## src/rtl/regdp_pkg.sv

```systemverilog
package regdp_pkg;

    localparam int SEL_W = 3;
    localparam int OPC_W = 5;
    localparam int CW_W  = 3 * SEL_W + OPC_W;

    // field order is behaviour: bits 13:11 A, 10:8 B, 7:5 dest, 4:0 opcode
    typedef struct packed {
        logic [SEL_W-1:0] src_a;
        logic [SEL_W-1:0] src_b;
        logic [SEL_W-1:0] dest;
        logic [OPC_W-1:0] opc;
    } ctrl_t;

    localparam logic [OPC_W-1:0] OPC_PASS = 5'b00000;
    localparam logic [OPC_W-1:0] OPC_INC  = 5'b00001;
    localparam logic [OPC_W-1:0] OPC_ADD  = 5'b00010;
    localparam logic [OPC_W-1:0] OPC_SUB  = 5'b00101;
    localparam logic [OPC_W-1:0] OPC_DEC  = 5'b00110;
    localparam logic [OPC_W-1:0] OPC_AND  = 5'b01000;
    localparam logic [OPC_W-1:0] OPC_OR   = 5'b01010;
    localparam logic [OPC_W-1:0] OPC_XOR  = 5'b01100;
    localparam logic [OPC_W-1:0] OPC_NOT  = 5'b01110;
    localparam logic [OPC_W-1:0] OPC_SHR  = 5'b10000;
    localparam logic [OPC_W-1:0] OPC_SHL  = 5'b11000;

endpackage

```

## src/rtl/regdp_regfile.sv

```systemverilog
module regdp_regfile #(
    parameter int DATA_W = 8,
    parameter int NREG   = 7,
    parameter int SEL_W  = 3
) (
    input  logic                         clk,
    input  logic                         rst_n,
    input  logic [SEL_W-1:0]             wr_sel,
    input  logic [DATA_W-1:0]            wr_data,
    output logic [NREG-1:0][DATA_W-1:0]  rf_o
);

    typedef struct packed {
        logic [NREG-1:0][DATA_W-1:0] r;
    } rf_state_t;

    rf_state_t st_d, st_q;

    always_comb begin
        st_d = st_q;
        for (int i = 0; i < NREG; i++) begin
            if (wr_sel == SEL_W'(i + 1)) begin
                st_d.r[i] = wr_data;
            end
        end
    end

    always_ff @(posedge clk) begin
        if (!rst_n) begin
            st_q <= '0;
        end else begin
            st_q <= st_d;
        end
    end

    assign rf_o = st_q.r;


    no_dest_chk: assert property (@(posedge clk) disable iff (!rst_n)
        (wr_sel == '0) |=> $stable(st_q));

    for (genvar g = 0; g < NREG; g++) begin : g_chk

        load_chk: assert property (@(posedge clk) disable iff (!rst_n)
            (wr_sel == SEL_W'(g + 1)) |=> (st_q.r[g] == $past(wr_data)));

        hold_chk: assert property (@(posedge clk) disable iff (!rst_n)
            (wr_sel != SEL_W'(g + 1)) |=> $stable(st_q.r[g]));
    end

endmodule

```

## src/rtl/regdp_srcmux.sv

```systemverilog
module regdp_srcmux #(
    parameter int DATA_W = 8,
    parameter int NREG   = 7,
    parameter int SEL_W  = 3
) (
    input  logic [SEL_W-1:0]             sel,
    input  logic [DATA_W-1:0]            ext_i,
    input  logic [NREG-1:0][DATA_W-1:0]  rf_i,
    output logic [DATA_W-1:0]            bus_o
);

    always_comb begin
        bus_o = ext_i;
        for (int i = 0; i < NREG; i++) begin
            if (sel == SEL_W'(i + 1)) begin
                bus_o = rf_i[i];
            end
        end
    end

endmodule

```

## src/rtl/regdp_alu.sv

```systemverilog
module regdp_alu
    import regdp_pkg::*;
#(
    parameter int DATA_W = 8
) (
    input  logic [OPC_W-1:0]  opc,
    input  logic [DATA_W-1:0] a_i,
    input  logic [DATA_W-1:0] b_i,
    output logic [DATA_W-1:0] y_o
);

    localparam logic [DATA_W-1:0] ONE = DATA_W'(1);

    always_comb begin
        case (opc)
            OPC_PASS: y_o = a_i;
            OPC_INC:  y_o = a_i + ONE;
            OPC_ADD:  y_o = a_i + b_i;
            OPC_SUB:  y_o = a_i - b_i;
            OPC_DEC:  y_o = a_i - ONE;
            OPC_AND:  y_o = a_i & b_i;
            OPC_OR:   y_o = a_i | b_i;
            OPC_XOR:  y_o = a_i ^ b_i;
            OPC_NOT:  y_o = ~a_i;
            OPC_SHR:  y_o = a_i >> 1;
            OPC_SHL:  y_o = a_i << 1;
            default:  y_o = '0;
        endcase
    end

endmodule

```

## src/rtl/regdp_core.sv

```systemverilog
module regdp_core
    import regdp_pkg::*;
#(
    parameter int DATA_W = 8
) (
    input  logic              clk,
    input  logic              rst_n,
    input  logic [CW_W-1:0]   ctrl_word,
    input  logic [DATA_W-1:0] data_in,
    output logic [DATA_W-1:0] data_out
);

    localparam int NREG  = (1 << SEL_W) - 1;
    localparam int NBUS  = 2;

    ctrl_t                        cw;
    logic [NREG-1:0][DATA_W-1:0]  rf_w;
    logic [NBUS-1:0][SEL_W-1:0]   bus_sel;
    logic [NBUS-1:0][DATA_W-1:0]  bus_w;
    logic [DATA_W-1:0]            alu_y;

    assign cw         = ctrl_t'(ctrl_word);
    assign bus_sel[0] = cw.src_a;
    assign bus_sel[1] = cw.src_b;

    for (genvar p = 0; p < NBUS; p++) begin : g_bus
        regdp_srcmux #(
            .DATA_W (DATA_W),
            .NREG   (NREG),
            .SEL_W  (SEL_W)
        ) u_mux (
            .sel   (bus_sel[p]),
            .ext_i (data_in),
            .rf_i  (rf_w),
            .bus_o (bus_w[p])
        );
    end

    regdp_alu #(
        .DATA_W (DATA_W)
    ) u_alu (
        .opc (cw.opc),
        .a_i (bus_w[0]),
        .b_i (bus_w[1]),
        .y_o (alu_y)
    );

    regdp_regfile #(
        .DATA_W (DATA_W),
        .NREG   (NREG),
        .SEL_W  (SEL_W)
    ) u_rf (
        .clk     (clk),
        .rst_n   (rst_n),
        .wr_sel  (cw.dest),
        .wr_data (alu_y),
        .rf_o    (rf_w)
    );

    assign data_out = alu_y;


    ext_pass_chk: assert property (@(posedge clk) disable iff (!rst_n)
        (cw.src_a == '0 && cw.opc == OPC_PASS) |-> (data_out == data_in));


    self_xor_chk: assert property (@(posedge clk) disable iff (!rst_n)
        (cw.src_a == cw.src_b && cw.opc == OPC_XOR) |-> (data_out == '0));


    self_xor_clear_chk: assert property (@(posedge clk) disable iff (!rst_n)
        (cw.src_a != '0 && cw.src_a == cw.src_b && cw.dest == cw.src_a
         && cw.opc == OPC_XOR) |=> (rf_w[$past(cw.dest) - 1] == '0));

endmodule

```

## config.mk

```make
export PLATFORM = sky130hd
export DESIGN_NAME = regdp_core
export DESIGN_NICKNAME = d
export VERILOG_FILES = /design/src/rtl/regdp_pkg.sv /design/src/rtl/regdp_regfile.sv /design/src/rtl/regdp_srcmux.sv /design/src/rtl/regdp_alu.sv /design/src/rtl/regdp_core.sv
export SDC_FILE = /design/constraint.sdc
export NUM_CORES = 1
export LEC_CHECK = 0
export CORE_ASPECT_RATIO = 0.75
export CORE_MARGIN = 5
export CORE_UTILIZATION = 35
export CTS_BUF_LIST = sky130_fd_sc_hd__clkbuf_2 sky130_fd_sc_hd__clkbuf_4 sky130_fd_sc_hd__clkbuf_8
export DETAILED_ROUTE_END_ITERATION = 6
export GPL_TIMING_DRIVEN = 0
export PLACE_DENSITY = 0.59
export SKIP_LAST_GASP = 1
export SYNTH_ARGS = -nofsm -noshare
export SYNTH_HDL_FRONTEND = slang
export SYNTH_SLANG_ARGS = --single-unit
```

## constraint.sdc

```tcl
create_clock -name clk -period 5.3 [get_ports clk]
set_clock_uncertainty 0.2 [all_clocks]
set_input_delay 0.53 -clock clk [delete_from_list [all_inputs] [get_ports clk]]
set_output_delay 0.53 -clock clk [all_outputs]
set_load 0.1 [all_outputs]
```

==> impl_results.md <==
- DRT antenna net count: 0
- Max reg flops: 56
- Die area: around 15,000 um2
- Setup ws final: around 0.16 ns
- Critical hold path startpoint: u_rf.rf_o[16]$_SDFFE_PN0N_
- LEAKAGE: 2.65 nW
- Overall routed net length: 15,900 um
- Critical-path maximum fanout: 6
- Number of warning messages in the yosys log: 0
- Post-Syn Area: 4460 um2
- Post-layout minimum cycle time: 5.14 ns
- Number of detailed-route iterations in the first pass: 5
- Primary flip-flop cell chosen by synthesis mapping: dfxtp_1
- Global placement routability congestion: about 1
- Setup violators final: 0
- Most common cell after layout, fill and taps aside: dfxtp_1
- Most frequent cells in the layout: dfxtp_1 (56), nand2_1 (53), o211a_1 (42), buf_4 (27), inv_1 (27)
- Net count after synthesis: 549
- Reported max-cap violation count: 0
- Clk_lat worst skew: 0.33 ns
- Post-synthesis cell type count: 59
- Top Ports: 32
- Number of buffers inserted by hold repair at cts: 0
- Max-slew violation count: 0
- Reg-to-reg setup timing slack: approximately 1.1 ns
- Via count of the first global-routing pass: around 4,300
- Proportion of synthesized flip-flops having asynchronous set or reset: 0
- PD cells: 209 nW/um2
- Critical path's slowest cell: mux2_2
- Slew at the pin closest to its max-slew limit: 1.25 ns
- Share of layout cells above drive strength 1: 0.260
- Cells along the critical path: buf_4 > buf_6 > mux2_2 > a221o_1 > a21oi_4 > inv_2 > nor4_4 > xnor2_2 > a221oi_2 > ha_1 > or2_4 > a21oi_4 > a31oi_4 > xnor2_4 > nand3_2 > mux2i_1 > a211oi_1 > and3_1 > buf_6 > inv_4 > buf_12
- Detailed Place HPWL: between 10,000 and 15,000 um
- FF-to-FF Start: u_rf.rf_o[32]$_SDFFE_PN0N_
- Clock Sinks: 56
- Height of the die: around 110 um
- FMAX: 195 MHz
- Count of antenna diodes in the layout: 0
- Critical path required time: 4.57 ns
- Worst setup timing slack at the placement stage: -1.91 ns
- Routed via count divided by cell count: 6.27
- Min-Delay Endpoint: u_rf.rf_o[16]$_SDFFE_PN0N_
- Count of flip-flops with a built-in enable after synthesis: 0
- Clock root buffer: clkbuf_8
- Mapped Cells: 501
- DR DRC count: 0
- Layout filler cell count: 1,185
- Global router's overall resource usage: 0.204
- Flop and latch count out of synthesis: 56
- Peak supply drop: 0.000128 V
- Number of levels the H-tree was split into: 2
- P&R area growth vs syn: 26.0%
- Top delay family on crit path: compound AO/OA/AOI/OAI gates
- Final hold violation count: 0
- FF-to-FF path depth: 19
- Number of cells on the worst hold path: 1
- Critical Setup Path Class: input port to output port
- Period utilization: 0.969
- Aggregate global routing overflow: 0
- Total clock buffers created by CTS: 5
- Buf/Inv on CP: 6
- Starting density of the core: 0.360
- FF-to-FF End: u_rf.rf_o[23]$_SDFFE_PN0N_
- Number of nets in the final layout: 601
- Port buffer count: 23
- Global-route wire length before repair: 24,100 um
- Violation count after the first detailed-route iteration: 500
- Number of antenna violations at the first check in global routing: 0
- Detailed-route wire length per cell: around 22 um
- Worst Path Arrival: 4.41 ns
- Startpoint type of the worst setup path: input port
- Run status: finished clean
- Kind of end point of the critical path: output port
- Crit-path max cell delay: 0.34 ns
- Post-layout utilization of the core: 0.454
- Via Count: 4,507
- Core Area: 12,400 um2
- Worst min path class: flip-flop to flip-flop
- Sequential cell area fraction in the yosys report: 0.251
- Clock slew at reported path FFs: 0.09 ns
- Max Buffers Root-to-Sink: 2
- Site row count: 35
- TritonCTS clock tree: done
- Worst slew slack as a fraction of its limit: 0.165
- Synth Area per Inst: 8.91 um2
- Die outline width: between 100 and 150 um
- Maximum number of pins on one net before global-route repair: 17
## synthesized netlist by cell type, drive strengths merged (7+ instances only)
library cell / instances / share of area
dfxtp: 56 / 0.25
nor2: 24 / 0.020
nand3: 7 / 0.0078
nand2b: 9 / 0.013
a21oi: 25 / 0.036
xnor2: 9 / 0.018
nand2: 54 / 0.045
nor3b: 7 / 0.012
mux2: 7 / 0.018
mux4: 20 / 0.10
clkbuf: 26 / 0.022
mux2i: 18 / 0.040
a221oi: 12 / 0.024
nor2b: 11 / 0.015
ha: 23 / 0.064
nor3: 7 / 0.0078
inv: 30 / 0.025
buf: 14 / 0.020
o21ai: 21 / 0.024
nor4: 7 / 0.013
o211a: 42 / 0.094
## worst max-delay path by stage
stage	start	end	cells past startpoint
CTS	data_in[0]	data_out[7]	21
global placement	ctrl_word[9]	data_out[7]	22
floorplan	ctrl_word[9]	data_out[7]	19
global route	ctrl_word[9]	data_out[7]	21
finish	ctrl_word[9]	data_out[7]	21
detailed placement	ctrl_word[9]	data_out[7]	22
## layer usage
metal	GRT usage	part of all wire	vias to the layer above
met2	0.296	0.42	263
met3	0.0391	0.098	36
li1	-	-	1975
met4	0.0615	0.017	0
met5	0	0	-
met1	0.302	0.46	2233
## through the flow
stage               hold slack [ns]  total power [W]  std cells  setup TNS, ns  cell area, um2
floorplan                     0.280         0.000732        501              0            4460
global placement              0.300         0.000830        690         -25.45            4900
detailed placement            0.302         0.000840        690         -29.18            4910
CTS                           0.325          0.00113        705         -0.120            5290
global route                  0.351          0.00123        719        -0.0314            5630
finish                        0.328          0.00118        719              0            5630
## worst reg2reg max path: stages, from the launching register on
cell,delay [ns]
dfxtp_1,0.34
mux2_4,0.28
a221o_1,0.37
a21oi_4,0.21
a21bo_4,0.28
nor4_4,0.19
xnor2_2,0.10
a221oi_2,0.23
ha_1,0.28
or2_4,0.27
a21oi_4,0.18
a31oi_4,0.08
xnor2_4,0.27
nand3_2,0.10
mux2i_1,0.16
a211oi_1,0.06
and3_1,0.21
buf_6,0.13
buf_4,0.15
a21oi_2,0.11
## final cells by class
class | count | area, um2 | share of cell area
Clock buffer | 7 | 96.3 | 0.0171
Buffer | 37 | 219 | 0.0389
Tap cell | 166 | 208 | 0.0369
Sequential cell | 56 | 1120 | 0.199
Multi-Input combinational cell | 375 | 3430 | 0.610
Inverter | 30 | 119 | 0.0211
Timing Repair Buffer | 48 | 433 | 0.0770
## power by group
group          switching [W]  internal [W]  total (W)
clock network       0.000146      0.000117   0.000263
registers          0.0000173      0.000441   0.000459
logic               0.000280      0.000175   0.000455
total               0.000443      0.000733    0.00118
## logic make-up after synthesis
kind of cell,after synthesis,synth area share
AO/OA/AOI/OAI,145,0.258
XOR/XNOR,12,0.0235
flip-flops,56,0.251
AND/OR/NAND/NOR,149,0.171
adder cells (fa/ha/maj),24,0.0689
buffers and inverters,70,0.0667
multiplexers,45,0.161
## timing repair
action,in CTS,in global routing
setup endpoints to repair,37,8
gates cloned,1,0
pin swaps,15,24
gates resized for setup,86,51
setup buffers,10,14
(Power assumes the default switching activity.)
